$ cat src/rtl/bitser_tx_pkg.sv
package bitser_tx_pkg;
   typedef enum logic [2:0] {
      PH_IDLE = 3'd0,
      PH_ADDR = 3'd1,
      PH_PAD  = 3'd2,
      PH_PAY  = 3'd3,
      PH_GAP  = 3'd4
   } phase_e;
endpackage

$ cat src/rtl/bitser_warmup.sv
module bitser_warmup #(
   parameter int WARMUP = 15
) (
   input  logic clk,
   input  logic rst_n,
   output logic go_ok
);
   generate
      if (WARMUP == 0) begin : g_none
         assign go_ok = 1'b1;
      end else begin : g_count
         localparam int CW = $clog2(WARMUP + 1);
         localparam logic [CW-1:0] LIMIT = CW'(WARMUP);
         logic [CW-1:0] wcnt;
         always_ff @(posedge clk) begin
            if (!rst_n)
               wcnt <= '0;
            else if (wcnt != LIMIT)
               wcnt <= wcnt + CW'(1);
         end
         assign go_ok = (wcnt == LIMIT);

         // once permission is granted it is kept until reset
         p_warm_sticky_r2: assert property (@(posedge clk) disable iff (!rst_n)
            go_ok |=> go_ok);
      end
   endgenerate
endmodule

$ cat src/rtl/bitser_buf.sv
module bitser_buf #(
   parameter int BYTE_W = 8,
   parameter int DEPTH  = 16
) (
   input  logic                     clk,
   input  logic                     wr_en,
   input  logic [$clog2(DEPTH)-1:0] wr_idx,
   input  logic [BYTE_W-1:0]        wr_data,
   input  logic [$clog2(DEPTH)-1:0] rd_idx,
   output logic [BYTE_W-1:0]        rd_byte
);
   localparam int IW = $clog2(DEPTH);
   logic [BYTE_W-1:0] mem [DEPTH];

   generate
      for (genvar e = 0; e < DEPTH; e++) begin : g_ent
         always_ff @(posedge clk) begin
            if (wr_en && wr_idx == IW'(e))
               mem[e] <= wr_data;
         end
      end
   endgenerate

   assign rd_byte = mem[rd_idx];
endmodule

$ cat src/rtl/bitser_seq.sv
module bitser_seq
   import bitser_tx_pkg::*;
#(
   parameter int ADDR_BITS  = 4,
   parameter int BYTE_W     = 8,
   parameter int MAX_BYTES  = 16,
   parameter int PAD_CYCLES = 5
) (
   input  logic                         clk,
   input  logic                         rst_n,
   input  logic                         start,
   input  logic                         go_ok,
   input  logic [ADDR_BITS-1:0]         dest_in,
   input  logic [$clog2(MAX_BYTES)-1:0] len_in,
   input  logic                         sink_busy_n,
   output phase_e                       ph,
   output logic                         addr_bit,
   output logic [$clog2(MAX_BYTES)-1:0] rd_idx,
   output logic [$clog2(BYTE_W)-1:0]    bit_sel,
   output logic                         last_bit,
   output logic                         done
);
   localparam int LEN_W  = $clog2(MAX_BYTES);
   localparam int BIT_W  = $clog2(BYTE_W);
   localparam int POS_W  = LEN_W + BIT_W;
   localparam int AIDX_W = $clog2(ADDR_BITS);
   localparam int PH_MAX = (ADDR_BITS > PAD_CYCLES) ? ADDR_BITS : PAD_CYCLES;
   localparam int CNT_W  = $clog2(PH_MAX + 1);
   localparam logic [CNT_W-1:0] A_LAST = CNT_W'(ADDR_BITS - 1);
   localparam logic [CNT_W-1:0] P_LAST = CNT_W'(PAD_CYCLES - 1);

   logic [CNT_W-1:0]     cnt;
   logic [POS_W-1:0]     pos;
   logic [ADDR_BITS-1:0] dest_q;
   logic [LEN_W-1:0]     lm1_q;
   logic                 take;

   assign take     = start && go_ok && (ph == PH_IDLE);
   assign last_bit = (pos == {lm1_q, {BIT_W{1'b1}}});
   assign rd_idx   = pos[POS_W-1:BIT_W];
   assign bit_sel  = pos[BIT_W-1:0];
   assign addr_bit = dest_q[cnt[AIDX_W-1:0]];

   always_ff @(posedge clk) begin
      if (!rst_n) begin
         ph     <= PH_IDLE;
         cnt    <= '0;
         pos    <= '0;
         dest_q <= '0;
         lm1_q  <= '0;
         done   <= 1'b0;
      end else begin
         done <= 1'b0;
         case (ph)
            PH_IDLE: if (take) begin
               ph     <= PH_ADDR;
               cnt    <= '0;
               pos    <= '0;
               dest_q <= dest_in;
               lm1_q  <= len_in;
            end
            PH_ADDR: begin
               if (cnt == A_LAST) begin
                  ph  <= PH_PAD;
                  cnt <= '0;
               end else begin
                  cnt <= cnt + CNT_W'(1);
               end
            end
            PH_PAD: begin
               if (cnt == P_LAST) begin
                  ph  <= PH_PAY;
                  pos <= '0;
               end else begin
                  cnt <= cnt + CNT_W'(1);
               end
            end
            PH_PAY: if (sink_busy_n) begin
               if (last_bit) ph <= PH_GAP;
               else          pos <= pos + POS_W'(1);
            end
            PH_GAP: begin
               ph   <= PH_IDLE;
               done <= 1'b1;
            end
            default: ph <= PH_IDLE;
         endcase
      end
   end

   // backpressure freezes the bit pointer inside the payload
   p_stall_holds_r6: assert property (@(posedge clk) disable iff (!rst_n)
      (ph == PH_PAY && !sink_busy_n) |=> (ph == PH_PAY && $stable(pos)));
   // the address phase is entered only from idle
   p_no_restart_r9: assert property (@(posedge clk) disable iff (!rst_n)
      (ph != PH_IDLE && ph != PH_ADDR) |=> (ph != PH_ADDR));
   // captured destination is frozen once a packet is under way
   p_dest_held_r9: assert property (@(posedge clk) disable iff (!rst_n)
      (ph != PH_IDLE) |=> $stable(dest_q));
   // completion is a single-cycle pulse following the gap
   p_done_pulse_r8: assert property (@(posedge clk) disable iff (!rst_n)
      done |=> !done);
   p_done_after_gap_r8: assert property (@(posedge clk) disable iff (!rst_n)
      done |-> ($past(ph) == PH_GAP));
   // no packet leaves idle before warm-up ends
   p_hold_off_r2: assert property (@(posedge clk) disable iff (!rst_n)
      (!go_ok && ph == PH_IDLE) |=> (ph == PH_IDLE));
endmodule

$ cat src/rtl/bitser_lane.sv
module bitser_lane
   import bitser_tx_pkg::*;
(
   input  logic   clk,
   input  logic   rst_n,
   input  phase_e ph,
   input  logic   addr_bit,
   input  logic   pay_bit,
   input  logic   last_bit,
   input  logic   sink_busy_n,
   output logic   lane_d,
   output logic   lane_frame_n,
   output logic   lane_valid_n
);
   always_comb begin
      lane_d       = 1'b0;
      lane_frame_n = 1'b1;
      lane_valid_n = 1'b1;
      case (ph)
         PH_ADDR: begin
            lane_d       = addr_bit;
            lane_frame_n = 1'b0;
         end
         PH_PAD: begin
            lane_d       = 1'b1;
            lane_frame_n = 1'b0;
         end
         PH_PAY: begin
            lane_d       = pay_bit;
            lane_valid_n = ~sink_busy_n;
            lane_frame_n = last_bit & sink_busy_n;
         end
         default: ;
      endcase
   end

   // address cycles hold the frame low and never flag valid data
   p_addr_shape_r3: assert property (@(posedge clk) disable iff (!rst_n)
      (ph == PH_ADDR) |-> (lane_valid_n && !lane_frame_n));
   // pad cycles drive a high line with valid inactive
   p_pad_shape_r4: assert property (@(posedge clk) disable iff (!rst_n)
      (ph == PH_PAD) |-> (lane_d && lane_valid_n && !lane_frame_n));
   // a released frame during payload is always followed by the gap
   p_frame_release_r7: assert property (@(posedge clk) disable iff (!rst_n)
      (ph == PH_PAY && lane_frame_n) |=> (ph == PH_GAP));
endmodule

$ cat src/rtl/bitser_tx.sv
module bitser_tx
   import bitser_tx_pkg::*;
#(
   parameter int ADDR_BITS  = 4,
   parameter int BYTE_W     = 8,
   parameter int MAX_BYTES  = 16,
   parameter int PAD_CYCLES = 5,
   parameter int WARMUP     = 15
) (
   input  logic                         clk,
   input  logic                         rst_n,
   input  logic                         wr_en,
   input  logic [$clog2(MAX_BYTES)-1:0] wr_idx,
   input  logic [BYTE_W-1:0]            wr_data,
   input  logic                         start,
   input  logic [ADDR_BITS-1:0]         dest,
   input  logic [$clog2(MAX_BYTES)-1:0] len_m1,
   input  logic                         sink_busy_n,
   output logic                         lane_d,
   output logic                         lane_frame_n,
   output logic                         lane_valid_n,
   output logic                         pkt_done
);
   localparam int LEN_W = $clog2(MAX_BYTES);
   localparam int BIT_W = $clog2(BYTE_W);

   generate
      if (ADDR_BITS < 2) begin : g_bad_addr
         $error("bitser_tx: ADDR_BITS must be at least 2");
      end
      if (MAX_BYTES < 2 || (MAX_BYTES & (MAX_BYTES - 1)) != 0) begin : g_bad_depth
         $error("bitser_tx: MAX_BYTES must be a power of two >= 2");
      end
      if (BYTE_W < 2 || (BYTE_W & (BYTE_W - 1)) != 0) begin : g_bad_byte
         $error("bitser_tx: BYTE_W must be a power of two >= 2");
      end
      if (PAD_CYCLES < 1) begin : g_bad_pad
         $error("bitser_tx: PAD_CYCLES must be at least 1");
      end
   endgenerate

   phase_e            ph;
   logic              go_ok, addr_bit, last_bit;
   logic [LEN_W-1:0]  rd_idx;
   logic [BIT_W-1:0]  bit_sel;
   logic [BYTE_W-1:0] rd_byte;

   bitser_warmup #(.WARMUP(WARMUP)) u_warm (
      .clk(clk), .rst_n(rst_n), .go_ok(go_ok)
   );

   bitser_buf #(.BYTE_W(BYTE_W), .DEPTH(MAX_BYTES)) u_buf (
      .clk(clk), .wr_en(wr_en), .wr_idx(wr_idx), .wr_data(wr_data),
      .rd_idx(rd_idx), .rd_byte(rd_byte)
   );

   bitser_seq #(
      .ADDR_BITS(ADDR_BITS), .BYTE_W(BYTE_W),
      .MAX_BYTES(MAX_BYTES), .PAD_CYCLES(PAD_CYCLES)
   ) u_seq (
      .clk(clk), .rst_n(rst_n), .start(start), .go_ok(go_ok),
      .dest_in(dest), .len_in(len_m1), .sink_busy_n(sink_busy_n),
      .ph(ph), .addr_bit(addr_bit), .rd_idx(rd_idx), .bit_sel(bit_sel),
      .last_bit(last_bit), .done(pkt_done)
   );

   bitser_lane u_lane (
      .clk(clk), .rst_n(rst_n), .ph(ph), .addr_bit(addr_bit),
      .pay_bit(rd_byte[bit_sel]), .last_bit(last_bit),
      .sink_busy_n(sink_busy_n), .lane_d(lane_d),
      .lane_frame_n(lane_frame_n), .lane_valid_n(lane_valid_n)
   );
endmodule

$ cat config.mk
export PLATFORM = sky130hd
export DESIGN_NAME = bitser_tx
export DESIGN_NICKNAME = d
export VERILOG_FILES = /design/src/rtl/bitser_tx_pkg.sv /design/src/rtl/bitser_warmup.sv /design/src/rtl/bitser_buf.sv /design/src/rtl/bitser_seq.sv /design/src/rtl/bitser_lane.sv /design/src/rtl/bitser_tx.sv
export SDC_FILE = /design/constraint.sdc
export NUM_CORES = 1
export LEC_CHECK = 0
export BUFFER_PORTS_ARGS = -buffer_cell sky130_fd_sc_hd__buf_2
export CAP_MARGIN = 20
export CELL_PAD_IN_SITES_DETAIL_PLACEMENT = 0
export CELL_PAD_IN_SITES_GLOBAL_PLACEMENT = 1
export CORE_AREA = 2 2 137 105
export CTS_BUF_LIST = sky130_fd_sc_hd__clkbuf_4 sky130_fd_sc_hd__clkbuf_8
export DETAILED_ROUTE_END_ITERATION = 7
export DIE_AREA = 0 0 139 107
export PLACE_DENSITY = 0.75
export SLEW_MARGIN = 20
export SYNTH_ARGS = -nofsm -noshare
export SYNTH_HDL_FRONTEND = slang
export SYNTH_SLANG_ARGS = --single-unit
export TNS_END_PERCENT = 1
$ cat constraint.sdc
create_clock -name clk -period 2.11 [get_ports clk]
set_clock_uncertainty 0.1 [all_clocks]
set_input_delay 0.422 -clock clk [delete_from_list [all_inputs] [get_ports clk]]
set_output_delay 0.422 -clock clk [all_outputs]
set_load 0.1 [all_outputs]
# ---- Word level (Yosys, flattened, before mapping)
# Memories as Yosys holds them, arrays and structs flattened. A register that Yosys moved wholly into a read port is not among the register bits.
# Index checks and enable logic that the tools add are counted.
dict set report op_classes {
  add_sub_neg 3
  order_cmp 2
  eq_ne 31
  muxes 102
  n_bitwise 2
  reduce_logical 42
}
# operator n
set op_table {}
lappend op_table {{$mux 8} 15}
lappend op_table {{$reduce_or 8->1} 15}
lappend op_table {{$mux 4} 17}
lappend op_table {{$mux 1} 51}
lappend op_table {{$eq 4x4->1 const B} 9}
lappend op_table {{$mux 7} 4}
lappend op_table {{$mux 3} 8}
lappend op_table {{$pmux 7 s3} 1}
lappend op_table {{$logic_and 1x1->1} 18}
lappend op_table {{$eq 4x3->1 const B} 4}
lappend op_table {{$pmux 3 s4} 1}
lappend op_table {{$ne 2x2->1 const B} 5}
lappend op_table {{$reduce_and 5->1} 2}
lappend op_table {{$eq 3x2->1 const B} 3}
lappend op_table {{$pmux 3 s3} 1}
lappend op_table {{$eq 4x2->1 const B} 2}
lappend op_table {{$add 7x1->7 const B} 1}
lappend op_table {{$eq 7x7->1} 1}
lappend op_table {{$eq 3x3->1 const B} 2}
lappend op_table {{$reduce_bool 3->1} 2}
lappend op_table {{$add 4x1->4 const B} 1}
lappend op_table {{$eq 4x1->1 const B} 1}
lappend op_table {{$logic_not 4->1} 1}
lappend op_table {{$lt 3x4->1 const B} 1}
lappend op_table {{15 further kinds} 16}
dict set report word_totals {
  reg_bits 26
  mem_bits_rw 128
  inputBits 25
  out_inout_bits 4
  memories 1
}
# memory words word_bits read_ports rd_ports_with_merged_regs write_ports line_no
set mem_list {}
lappend mem_list {u_buf.mem 16 8 1 1 1 bitser_buf.sv:13} ;# logic [BYTE_W-1:0] mem [DEPTH];

# ---- Longest topological paths before layout
# Gate-level depths: netlist of the first run.
dict set report logic_depth {
  ltp_word 20
  mapped_depth 8
  mapped_depth_nobuf 8
}

# ---- Modules after synthesis
# Synthesis of the first run repeated with hierarchy kept, for this count alone.
dict set report unflattened {
  cells_unflattened 381
  hier_area_um2 6506.2
}
# module instances cells_per_inst area_per_inst_um2 seq_area_each_um2
set modules_own_cells {}
lappend modules_own_cells {bitser_buf 1 221 4987.3 3843.7}
lappend modules_own_cells {bitser_seq 1 131 1218.7 440.4}
lappend modules_own_cells {bitser_warmup 1 19 187.7 80.1}
lappend modules_own_cells {bitser_tx 1 3 63.8 0.0}
lappend modules_own_cells {bitser_lane 1 7 48.8 0.0}

# ---- Worst setup path after synthesis of the first run
# OpenSTA, ideal clock, no wires.
dict set report synth_timing {
  path_type {register to output}
  from {reg (tool-made name)}
  to {out lane_d}
  arrival_ns 3.178
  setup_slack_ns -1.590
  path_stages_with_launch 8
  n_path_buf 2
  cell_sequence {dfxtp_1 buf_6 buf_12 mux2i_1 mux4_2 a221oi_2 o31ai_1 a31oi_1}
}
# element line_no
set synth_lines {}
lappend synth_lines {{end, declared} bitser_tx.sv:19} ;# output logic lane_d,

==> results of run 1 <==
## sequential cells by signal, summed over array words and instances, names as in the netlist, named ones only
signal	count
u_buf.mem	128
u_seq.pos	7
u_seq.dest_q	4
u_seq.lm1_q	4
u_warm.g_count.wcnt	4
u_seq.cnt	3
u_seq.ph	3
u_seq.done	1
## through the flow
| stage | setup TNS (ns) | total power, mW | area (µm²) | util | setup slack [ns] |
|---|---|---|---|---|---|
| global route | -1.864 | 6.059 | 7929 | 0.5865 | -1.040 |
| floorplan | -0.9497 | 3.553 | 6526 | - | -0.5721 |
| finish | -1.295 | 5.853 | 7929 | 0.5865 | -0.9492 |
| detailed placement | -0.7529 | 3.655 | 7326 | 0.5419 | -0.5356 |
| CTS | -1.307 | 5.902 | 7889 | 0.5836 | -0.9706 |
| global placement | -0.6276 | 3.646 | 7326 | 0.5419 | -0.5266 |
## worst max path at each step
stage	start	to	slack [ns]	depth (start not counted)
2_1_floorplan	flip-flop	lane_d	-0.57	7
3_3_place_gp	flip-flop	lane_d	-0.53	8
3_5_place_dp	flip-flop	lane_d	-0.54	8
4_1_cts	flip-flop	lane_d	-0.97	9
5_1_grt	flip-flop	lane_d	-1.04	7
6_report	flip-flop	lane_d	-0.95	9
## where the power goes
| group | internal, mW | switching [mW] | leakage [nW] | total, mW |
|---|---|---|---|---|
| clock network | 1.17 | 1.10 | 0.197 | 2.27 |
| registers | 3.41 | 0.0164 | 1.40 | 3.43 |
| logic | 0.0548 | 0.0986 | 1.14 | 0.153 |
## per-layer routing
| layer | part of all wire | wire length, µm | vias up | track usage |
|---|---|---|---|---|
| li1 | - | - | 1759 | - |
| met1 | 0.48 | 6728 | 1945 | 0.2999 |
| met2 | 0.45 | 6394 | 109 | 0.3012 |
| met3 | 0.062 | 870 | 12 | 0.04511 |
| met4 | 0.0093 | 131 | 0 | 0.04906 |
| met5 | 0 | 0 | - | 0 |
## what timing repair did
| item | in CTS | in global routing |
|---|---|---|
| cloned | 1 | 0 |
| buffers inserted | 3 | 0 |
| resized for setup | 32 | 9 |
| pin swaps | 9 | 6 |
| endpoints found under the setup margin | 11 | 9 |
## worst max-delay path, stage by stage (launching register included)
cell and delay [ns]:
dfxtp_4 0.38, buf_12 0.11, buf_16 0.12, mux4_2 0.52, a22oi_2 0.21, a31oi_4 0.13
a31oi_2 0.16, o311a_1 0.21, a31oi_4 0.05, buf_12 0.19
## synthesized netlist by cell type (all sizes together), types with 6 or more instances
cell type	instances	area (µm²)
a21oi	9	45.04
inv	9	33.78
clkbuf	7	26.28
ha	6	75.07
nand3	14	70.07
buf	9	73.82
mux2i	26	260.3
mux4	31	720.7
nor3	7	35.03
dfxtp	30	600.6
edfxtp	128	3844
nor2	37	141.4
nand2	15	56.30
## area by class of cell
| class | count | area, µm² |
|---|---|---|
| Timing Repair Buffer | 95 | 768.2 |
| Clock inverter | 14 | 168.9 |
| Inverter | 9 | 36.28 |
| Sequential cell | 158 | 4457 |
| Multi-Input combinational cell | 215 | 2046 |
| Fill cell | 1031 | 5589 |
| Tap cell | 175 | 219.0 |
| Clock buffer | 17 | 234.0 |
## logic make-up after synthesis
kind of cell | share of synthesized area
adders and majority gates | 0.01154
buffers and inverters | 0.02058
AOI/OAI and AO/OA | 0.04770
and+or+nand+nor | 0.07328
muxes | 0.1543
DFF | 0.6832
xor gates and xnor gates | 0.009425
==> flow_metrics.env, run 1 <==
export IMPL_status="complete, but fails checks"
export IMPL_violations="setup timing"
export IMPL_synth_seq_cells=158
export IMPL_hold_ws_ns=0.1054
export IMPL_grt_start_max_net_pins=19
export IMPL_hp_class="in -> reg"
export IMPL_leakage_nw=2.744
export IMPL_drv_cap=0
export IMPL_tightest_slew_ns=0.5375
export IMPL_end_kind="output pin"
export IMPL_dr_pass1_iters=5
export IMPL_cp_max_fo=6
export IMPL_insertion_delay_ns=0.44
export IMPL_dieHeight_um=107
export IMPL_ant_nets=0
export IMPL_syn_to_final_growth_pct=21.89
export IMPL_n_antenna_cell=0
export IMPL_die_x_um=139
export IMPL_ys_types=49
export IMPL_reg2reg_depth=7
export IMPL_ioPinCount=29
export IMPL_maxSlewHeadroom=0.6413
export IMPL_crit_type="reg -> out"
export IMPL_rows=37
export IMPL_hold_viol=0
export IMPL_setup_violations=4
export IMPL_min_period_ns=3.059
export IMPL_start_util=0.4812
export IMPL_final_common_cell="edfxtp_1"
export IMPL_yosys_most_used_dff="edfxtp_1"
export IMPL_synth_area_um2=6505
export IMPL_drt_wl_total_um=14130
export IMPL_r2r_start="u_warm.g_count.wcnt[1]"
export IMPL_routabilityCongestion=0.7836
export IMPL_clk_path_buf_depth=2
export IMPL_drt_vias_per_instance=5.600
export IMPL_r2r_slack_ns=-0.04
export IMPL_final_cell_mix="128 x edfxtp_1, 58 x buf_4, 35 x nor2_1, 29 x mux4_2"
export IMPL_cts_hold_buf=0
export IMPL_cellPowerDensity_nw_per_um2=738.2
export IMPL_clock_root_buffer="clkbuf_8"
export IMPL_io_buffers=28
export IMPL_grt_pass1_wl_um=21800
export IMPL_grt_pass1_vias=3823
export IMPL_cts_buffers=17
export IMPL_crit_path_start_kind="flip-flop"
export IMPL_max_vdd_ir_drop_mv=0.5368
export IMPL_synth_edff_count=128
export IMPL_fin_nets=527
export IMPL_syn_nets=429
export IMPL_dp_cells=648
export IMPL_drt_iter0_markers=485
export IMPL_drive_gt1_frac=0.3720
export IMPL_r2r_end="u_seq.pos[5]"
export IMPL_hold_start="len_m1[2]"
export IMPL_fin_ws_ns=-0.9492
export IMPL_rsz0062_at_grt="true"
export IMPL_cts_htree_levels=4
export IMPL_cts_tree="built"
export IMPL_cp_arrival_ns=2.54
export IMPL_ys_seq_area_frac=0.6832
export IMPL_num_vias=3825
export IMPL_drc=0
export IMPL_clk_pin_slew_worst_paths_ns=0.09
export IMPL_grt_antenna_before_repair=0
export IMPL_drv_slew=0
export IMPL_async_reset_ff_frac=0
export IMPL_dp_hpwl_um=9426
export IMPL_ys_warn_count=0
export IMPL_fmax_mhz=326.9
export IMPL_fin_crit_sh=1.450
export IMPL_overflow=0
export IMPL_synth_cells=398
export IMPL_min_to="u_seq.lm1_q[2]"
export IMPL_holdPathStages=3
export IMPL_instances_no_fill=683
export IMPL_worstPathRequired_ns=1.59
export IMPL_routedWlPerCell_um=20.68
export IMPL_postSynthAreaPerCell_um2=16.34
export IMPL_die_area_um2=14870
export IMPL_grt_usage=0.2002
export IMPL_clock_sinks=158
export IMPL_placeableCoreArea_um2=13520
Power figures use the tool's default switching activity.
==> run 2: changes to the inputs <==
- CORE_AREA: 2 2 137 105 -> 2 2 85 168
- DIE_AREA: 0 0 139 107 -> 0 0 87 170
- PLACE_DENSITY: 0.75 -> 0.74
==> run 2 against run 1 <==
- global-route usage shrank 0.057 points
- the flow still finishes with violations (setup timing)
- first-iteration DRC count shrank 58%
- cell count shrank 3.2%
- count of clock-buffer cells in the layout grew 1
- register-to-register slack gained 0.12 ns
- largest cell class unchanged
- non-clock buffer count shrank 3
- worst setup slack lost 0.023 ns
- wire length shrank 1.1%
- sequential power is essentially flat
- die area shrank 0.56%
==> flow_metrics.env, run 2 (synthesized netlist as in run 1, its figures left out) <==
export IMPL_status="complete, but fails checks"
export IMPL_violations="setup timing"
export IMPL_start_util=0.4841
export IMPL_power_frac_comb=0.028
export IMPL_insertion_delay_ns=0.44
export IMPL_end_kind="output pin"
export IMPL_cts_hold_buf=0
export IMPL_leakage_nw=2.691
export IMPL_ioPinCount=29
export IMPL_placed_area_um2=7276
export IMPL_grt_pass1_vias=3829
export IMPL_clock_root_buffer="clkbuf_8"
export IMPL_final_cell_area_um2=7806
export IMPL_hp_class="in -> reg"
export IMPL_setup_violations=2
export IMPL_hold_ws_ns=0.1037
export IMPL_tightest_slew_ns=0.5635
export IMPL_maxSlewHeadroom=0.6239
export IMPL_p_switching_mw=1.271
export IMPL_regMostFlops="u_buf.mem"
export IMPL_top_regs="u_buf.mem x128, u_seq.pos x7"
export IMPL_dieHeight_um=170
export IMPL_cellPowerDensity_nw_per_um2=731.8
export IMPL_dr_pass1_iters=5
export IMPL_dp_hpwl_um=9896
export IMPL_tns_ns=-1.301
export IMPL_dp_slack_ns=-0.7374
export IMPL_fin_util=0.5809
export IMPL_fin_crit_sh=1.461
export IMPL_fin_ws_ns=-0.9718
export IMPL_drive_gt1_frac=0.3636
export IMPL_drc=0
export IMPL_drv_cap=0
export IMPL_num_vias=3750
export IMPL_drv_slew=0
export IMPL_overflow=0
export IMPL_largest_reg_flops=128
export IMPL_fin_nets=524
export IMPL_routedWlPerCell_um=21.13
export IMPL_p_clk_frac=0.372
export IMPL_cts_tree="built"
export IMPL_min_period_ns=3.082
export IMPL_routabilityCongestion=0.7808
export IMPL_cts_buffers=17
export IMPL_crit_path_start_kind="flip-flop"
export IMPL_drt_wl_total_um=13970
export IMPL_final_cell_mix="128 x edfxtp_1, 57 x buf_4, 35 x nor2_1, 27 x mux4_2, 25 x buf_2"
export IMPL_hold_viol=0
export IMPL_clk_path_buf_depth=2
export IMPL_ant_nets=0
export IMPL_grt_usage=0.1996
export IMPL_r2r_slack_ns=0.08
export IMPL_drt_vias_per_instance=5.673
export IMPL_syn_to_final_growth_pct=20.00
export IMPL_rows=60
export IMPL_die_x_um=87
export IMPL_io_buffers=28
export IMPL_n_antenna_cell=0
export IMPL_final_common_cell="edfxtp_1"
export IMPL_crit_type="reg -> out"
export IMPL_cp_max_fo=13
export IMPL_swShare=0.2225
export IMPL_die_area_um2=14790
export IMPL_intPower_mw=4.442
export IMPL_clock_sinks=158
export IMPL_cp_arrival_ns=2.56
export IMPL_clk_pin_slew_worst_paths_ns=0.09
export IMPL_drt_iter0_markers=206
export IMPL_placeableCoreArea_um2=13440
export IMPL_fmax_mhz=324.5
export IMPL_rsz0062_at_grt="true"
export IMPL_grt_pass1_wl_um=21160
export IMPL_cts_htree_levels=4
export IMPL_max_vdd_ir_drop_mv=0.5081
export IMPL_worstPathRequired_ns=1.59
export IMPL_pwr_share_seq=0.601
export IMPL_grt_start_max_net_pins=19
export IMPL_grt_antenna_before_repair=0
-- run 2: changes by cell type in the layout (fill, tap and decap cells not counted), sizes merged --
cell      change
buf           -3
inv           +3
bufinv        -2
clkinvlp      -2
clkbuf        +1
clkinv        +1
-- run 2: what timing repair did --
item                                   4_1_cts  5_1_grt
buffers inserted                             4        0
setup endpoints to repair                    9        9
pin swaps                                    5        3
endpoints found under the hold margin        0        0
gates resized for setup                     27       12
gates cloned                                 0        0
-- run 2: area by class of cell --
| type | count | area [µm²] |
|---|---|---|
| Clock buffer | 18 | 241.5 |
| Tap cell | 155 | 193.9 |
| Timing Repair Buffer | 92 | 721.9 |
| Sequential cell | 158 | 4458 |
| Multi-Input combinational cell | 215 | 2023 |
| Inverter | 9 | 33.78 |
| Clock inverter | 14 | 133.9 |
| Fill cell | 1024 | 5632 |
-- run 2: layer usage --
| metal | track usage | part of all wire | wire (µm) | vias to the layer above |
|---|---|---|---|---|
| met5 | 0 | 0 | 0 | - |
| met4 | 0.05910 | 0.012 | 164 | 0 |
| met3 | 0.03686 | 0.024 | 330 | 8 |
| met2 | 0.3906 | 0.61 | 8476 | 75 |
| met1 | 0.2069 | 0.36 | 4993 | 1918 |
| li1 | - | - | - | 1749 |
-- run 2: through the flow --
step                cells  total power [mW]
global placement      625             3.647
floorplan             398             3.553
global route          661             5.887
finish                661             5.713
CTS                   661             5.745
detailed placement    625             3.656
-- run 2: worst max-delay path, stage by stage (launching register included) --
cell,delay [ns]
dfxtp_4,0.38
buf_12,0.15
buf_4,0.13
mux2i_1,0.12
mux4_2,0.50
a221oi_2,0.25
o31ai_2,0.14
a31oi_4,0.23
buf_12,0.20
-- run 2: path summary, 6_finish.rpt --
path,start,endpoint,cells past startpoint
worst max-delay path,flip-flop,lane_d,8
worst min-delay path,dest[0],u_seq.dest_q[0],3
worst max register to register,u_seq.pos[1],flip-flop,8
worst min register to register,u_seq.dest_q[3],u_seq.dest_q[3],2
-- run 2: power groups by stage --
stage | Combinational [mW] | Clock [mW] | Sequential, mW
final | 0.157 | 2.12 | 3.43
after global routing | 0.172 | 2.28 | 3.43
after CTS | 0.159 | 2.16 | 3.43
after floorplan | 0.0545 | 0 | 3.50
after global placement | 0.148 | 0 | 3.50
after detailed placement | 0.155 | 0 | 3.50
==> run 3: changes to the inputs <==
- SETUP_SLACK_MARGIN: default -> 0.02
==> run 3 against run 2 <==
- the run still ends with setup timing left
- flip-flop and latch count did not move
- count of clock-buffer cells in the layout stayed put
- die area stayed put
- critical path depth unchanged
- worst setup slack barely moved
- largest cell class unchanged
- worst hold slack hardly changed
- wire length hardly changed
- total power barely moved
- clock power hardly changed
- cell count unchanged
- critical endpoint unchanged
==> flow_metrics.env, run 3 (synthesized netlist as in run 1, its figures left out) <==
export IMPL_grt_antenna_before_repair=0
export IMPL_die_area_um2=14790
export IMPL_cts_hold_buf=0
export IMPL_leakage_nw=2.688
export IMPL_drive_gt1_frac=0.3676
export IMPL_ant_nets=0
export IMPL_drv_cap=0
export IMPL_tightest_slew_ns=0.5635
export IMPL_p_clk_frac=0.372
export IMPL_largest_reg_flops=128
export IMPL_cts_htree_levels=4
export IMPL_grt_usage=0.1996
export IMPL_drt_vias_per_instance=5.682
export IMPL_dp_hpwl_um=9896
export IMPL_rows=60
export IMPL_fin_ws_ns=-0.9718
export IMPL_routabilityCongestion=0.7808
export IMPL_ioPinCount=29
export IMPL_hp_class="in -> reg"
export IMPL_grt_start_max_net_pins=19
export IMPL_die_x_um=87
export IMPL_crit_chain="buf_12, buf_4, mux2i_1, mux4_2, a221oi_2, o31ai_2, a31oi_4, buf_12"
export IMPL_intPower_mw=4.442
export IMPL_num_vias=3756
export IMPL_max_vdd_ir_drop_mv=0.5081
export IMPL_n_antenna_cell=0
export IMPL_dr_pass1_iters=4
export IMPL_max_stage_delay_ns=0.50
export IMPL_grt_pass1_wl_um=21160
export IMPL_finalPower_mw=5.712
export IMPL_violations="setup timing"
export IMPL_crit_top_cell="buf_12"
export IMPL_tns_ns=-1.296
export IMPL_final_common_cell="edfxtp_1"
export IMPL_io_buffers=28
export IMPL_clk_pin_slew_worst_paths_ns=0.09
export IMPL_hold_viol=0
export IMPL_clock_sinks=158
export IMPL_slowest_stage="mux4_2"
export IMPL_dieHeight_um=170
export IMPL_clock_root_buffer="clkbuf_8"
export IMPL_overflow=0
export IMPL_drv_slew=0
export IMPL_start_util=0.4841
export IMPL_fin_util=0.5812
export IMPL_cts_buffers=17
export IMPL_swShare=0.2225
export IMPL_crit_path_start_kind="flip-flop"
export IMPL_critPathTopFamily="multiplexers"
export IMPL_end_kind="output pin"
export IMPL_final_cell_mix="128 x edfxtp_1, 57 x buf_4, 35 x nor2_1, 27 x mux4_2, 25 x buf_2"
export IMPL_fmax_mhz=324.5
export IMPL_status="complete, but fails checks"
export IMPL_clk_path_buf_depth=2
export IMPL_cellPowerDensity_nw_per_um2=731.4
export IMPL_cts_tree="built"
export IMPL_p_switching_mw=1.271
export IMPL_pwr_share_seq=0.601
export IMPL_setup_violations=2
export IMPL_cp_max_fo=13
export IMPL_worstPathRequired_ns=1.59
export IMPL_crit_type="reg -> out"
export IMPL_drt_iter0_markers=206
export IMPL_power_frac_comb=0.028
export IMPL_grt_pass1_vias=3829
export IMPL_cp_buffers_inverters=3
export IMPL_top_regs="u_buf.mem x128, u_seq.pos x7"
export IMPL_fin_crit_sh=1.461
export IMPL_regMostFlops="u_buf.mem"
export IMPL_drt_wl_total_um=13970
export IMPL_cp_arrival_ns=2.56
export IMPL_maxSlewHeadroom=0.6240
export IMPL_drc=0
export IMPL_min_period_ns=3.082
export IMPL_rsz0062_at_grt="true"
export IMPL_insertion_delay_ns=0.44
export IMPL_routedWlPerCell_um=21.14
export IMPL_syn_to_final_growth_pct=20.06
export IMPL_fin_nets=524
export IMPL_placeableCoreArea_um2=13440
run 3: per-stage QoR:
stage | hold WS [ns] | worst slack, ns | area, µm² | std cells
floorplan | 0.3578 | -0.5721 | 6526 | 398
global route | 0.1089 | -1.052 | 7810 | 661
global placement | 0.3783 | -0.7185 | 7276 | 625
detailed placement | 0.3949 | -0.7374 | 7276 | 625
CTS | 0.08922 | -0.9878 | 7775 | 661
finish | 0.1035 | -0.9718 | 7810 | 661
run 3: tightest hold or removal path, delay by kind of cell:
kind | cells | cell delay, ns
buf+inv | 1 | 0.07
simple gates | 1 | 0.07
mux | 1 | 0.05
run 3: power by group through the flow:
stage / logic, mW / registers (mW) / clock network, mW
after floorplan: 0.0545 / 3.50 / 0
after global placement: 0.148 / 3.50 / 0
after detailed placement: 0.155 / 3.50 / 0
after CTS: 0.159 / 3.43 / 2.16
after global routing: 0.172 / 3.43 / 2.28
final: 0.157 / 3.43 / 2.12
run 3: cell type report:
class / count / area [µm²]
fill: 1025 / 5628
sequential: 158 / 4459
multi-input combinational: 215 / 2026
timing repair buffer: 92 / 721.9
clock buffer: 18 / 241.5
tap: 155 / 193.9
clock inverter: 14 / 133.9
inverter: 9 / 33.78
run 3: worst paths after layout:
kind	start	endpoint	slack, ns	cells past startpoint
hold / removal	dest[0]	u_seq.dest_q[0]	0.10	3
setup reg to reg	u_seq.cnt[0]	flip-flop	0.09	10
setup / recovery	flip-flop	lane_d	-0.97	8
hold reg to reg	u_seq.dest_q[3]	u_seq.dest_q[3]	0.41	2
run 3: what timing repair did:
action / in CTS / in global routing
setup endpoints to repair: 9 / 11
gates resized for setup: 27 / 14
pin swaps: 5 / 3
setup buffers: 4 / 0
run 3: routing by layer:
metal	vias to the layer above	global-route usage	routed length, µm
li1	1749	-	-
met1	1925	0.2069	5009
met2	74	0.3906	8473
met3	8	0.03686	321
met4	0	0.05910	169
met5	-	0	0
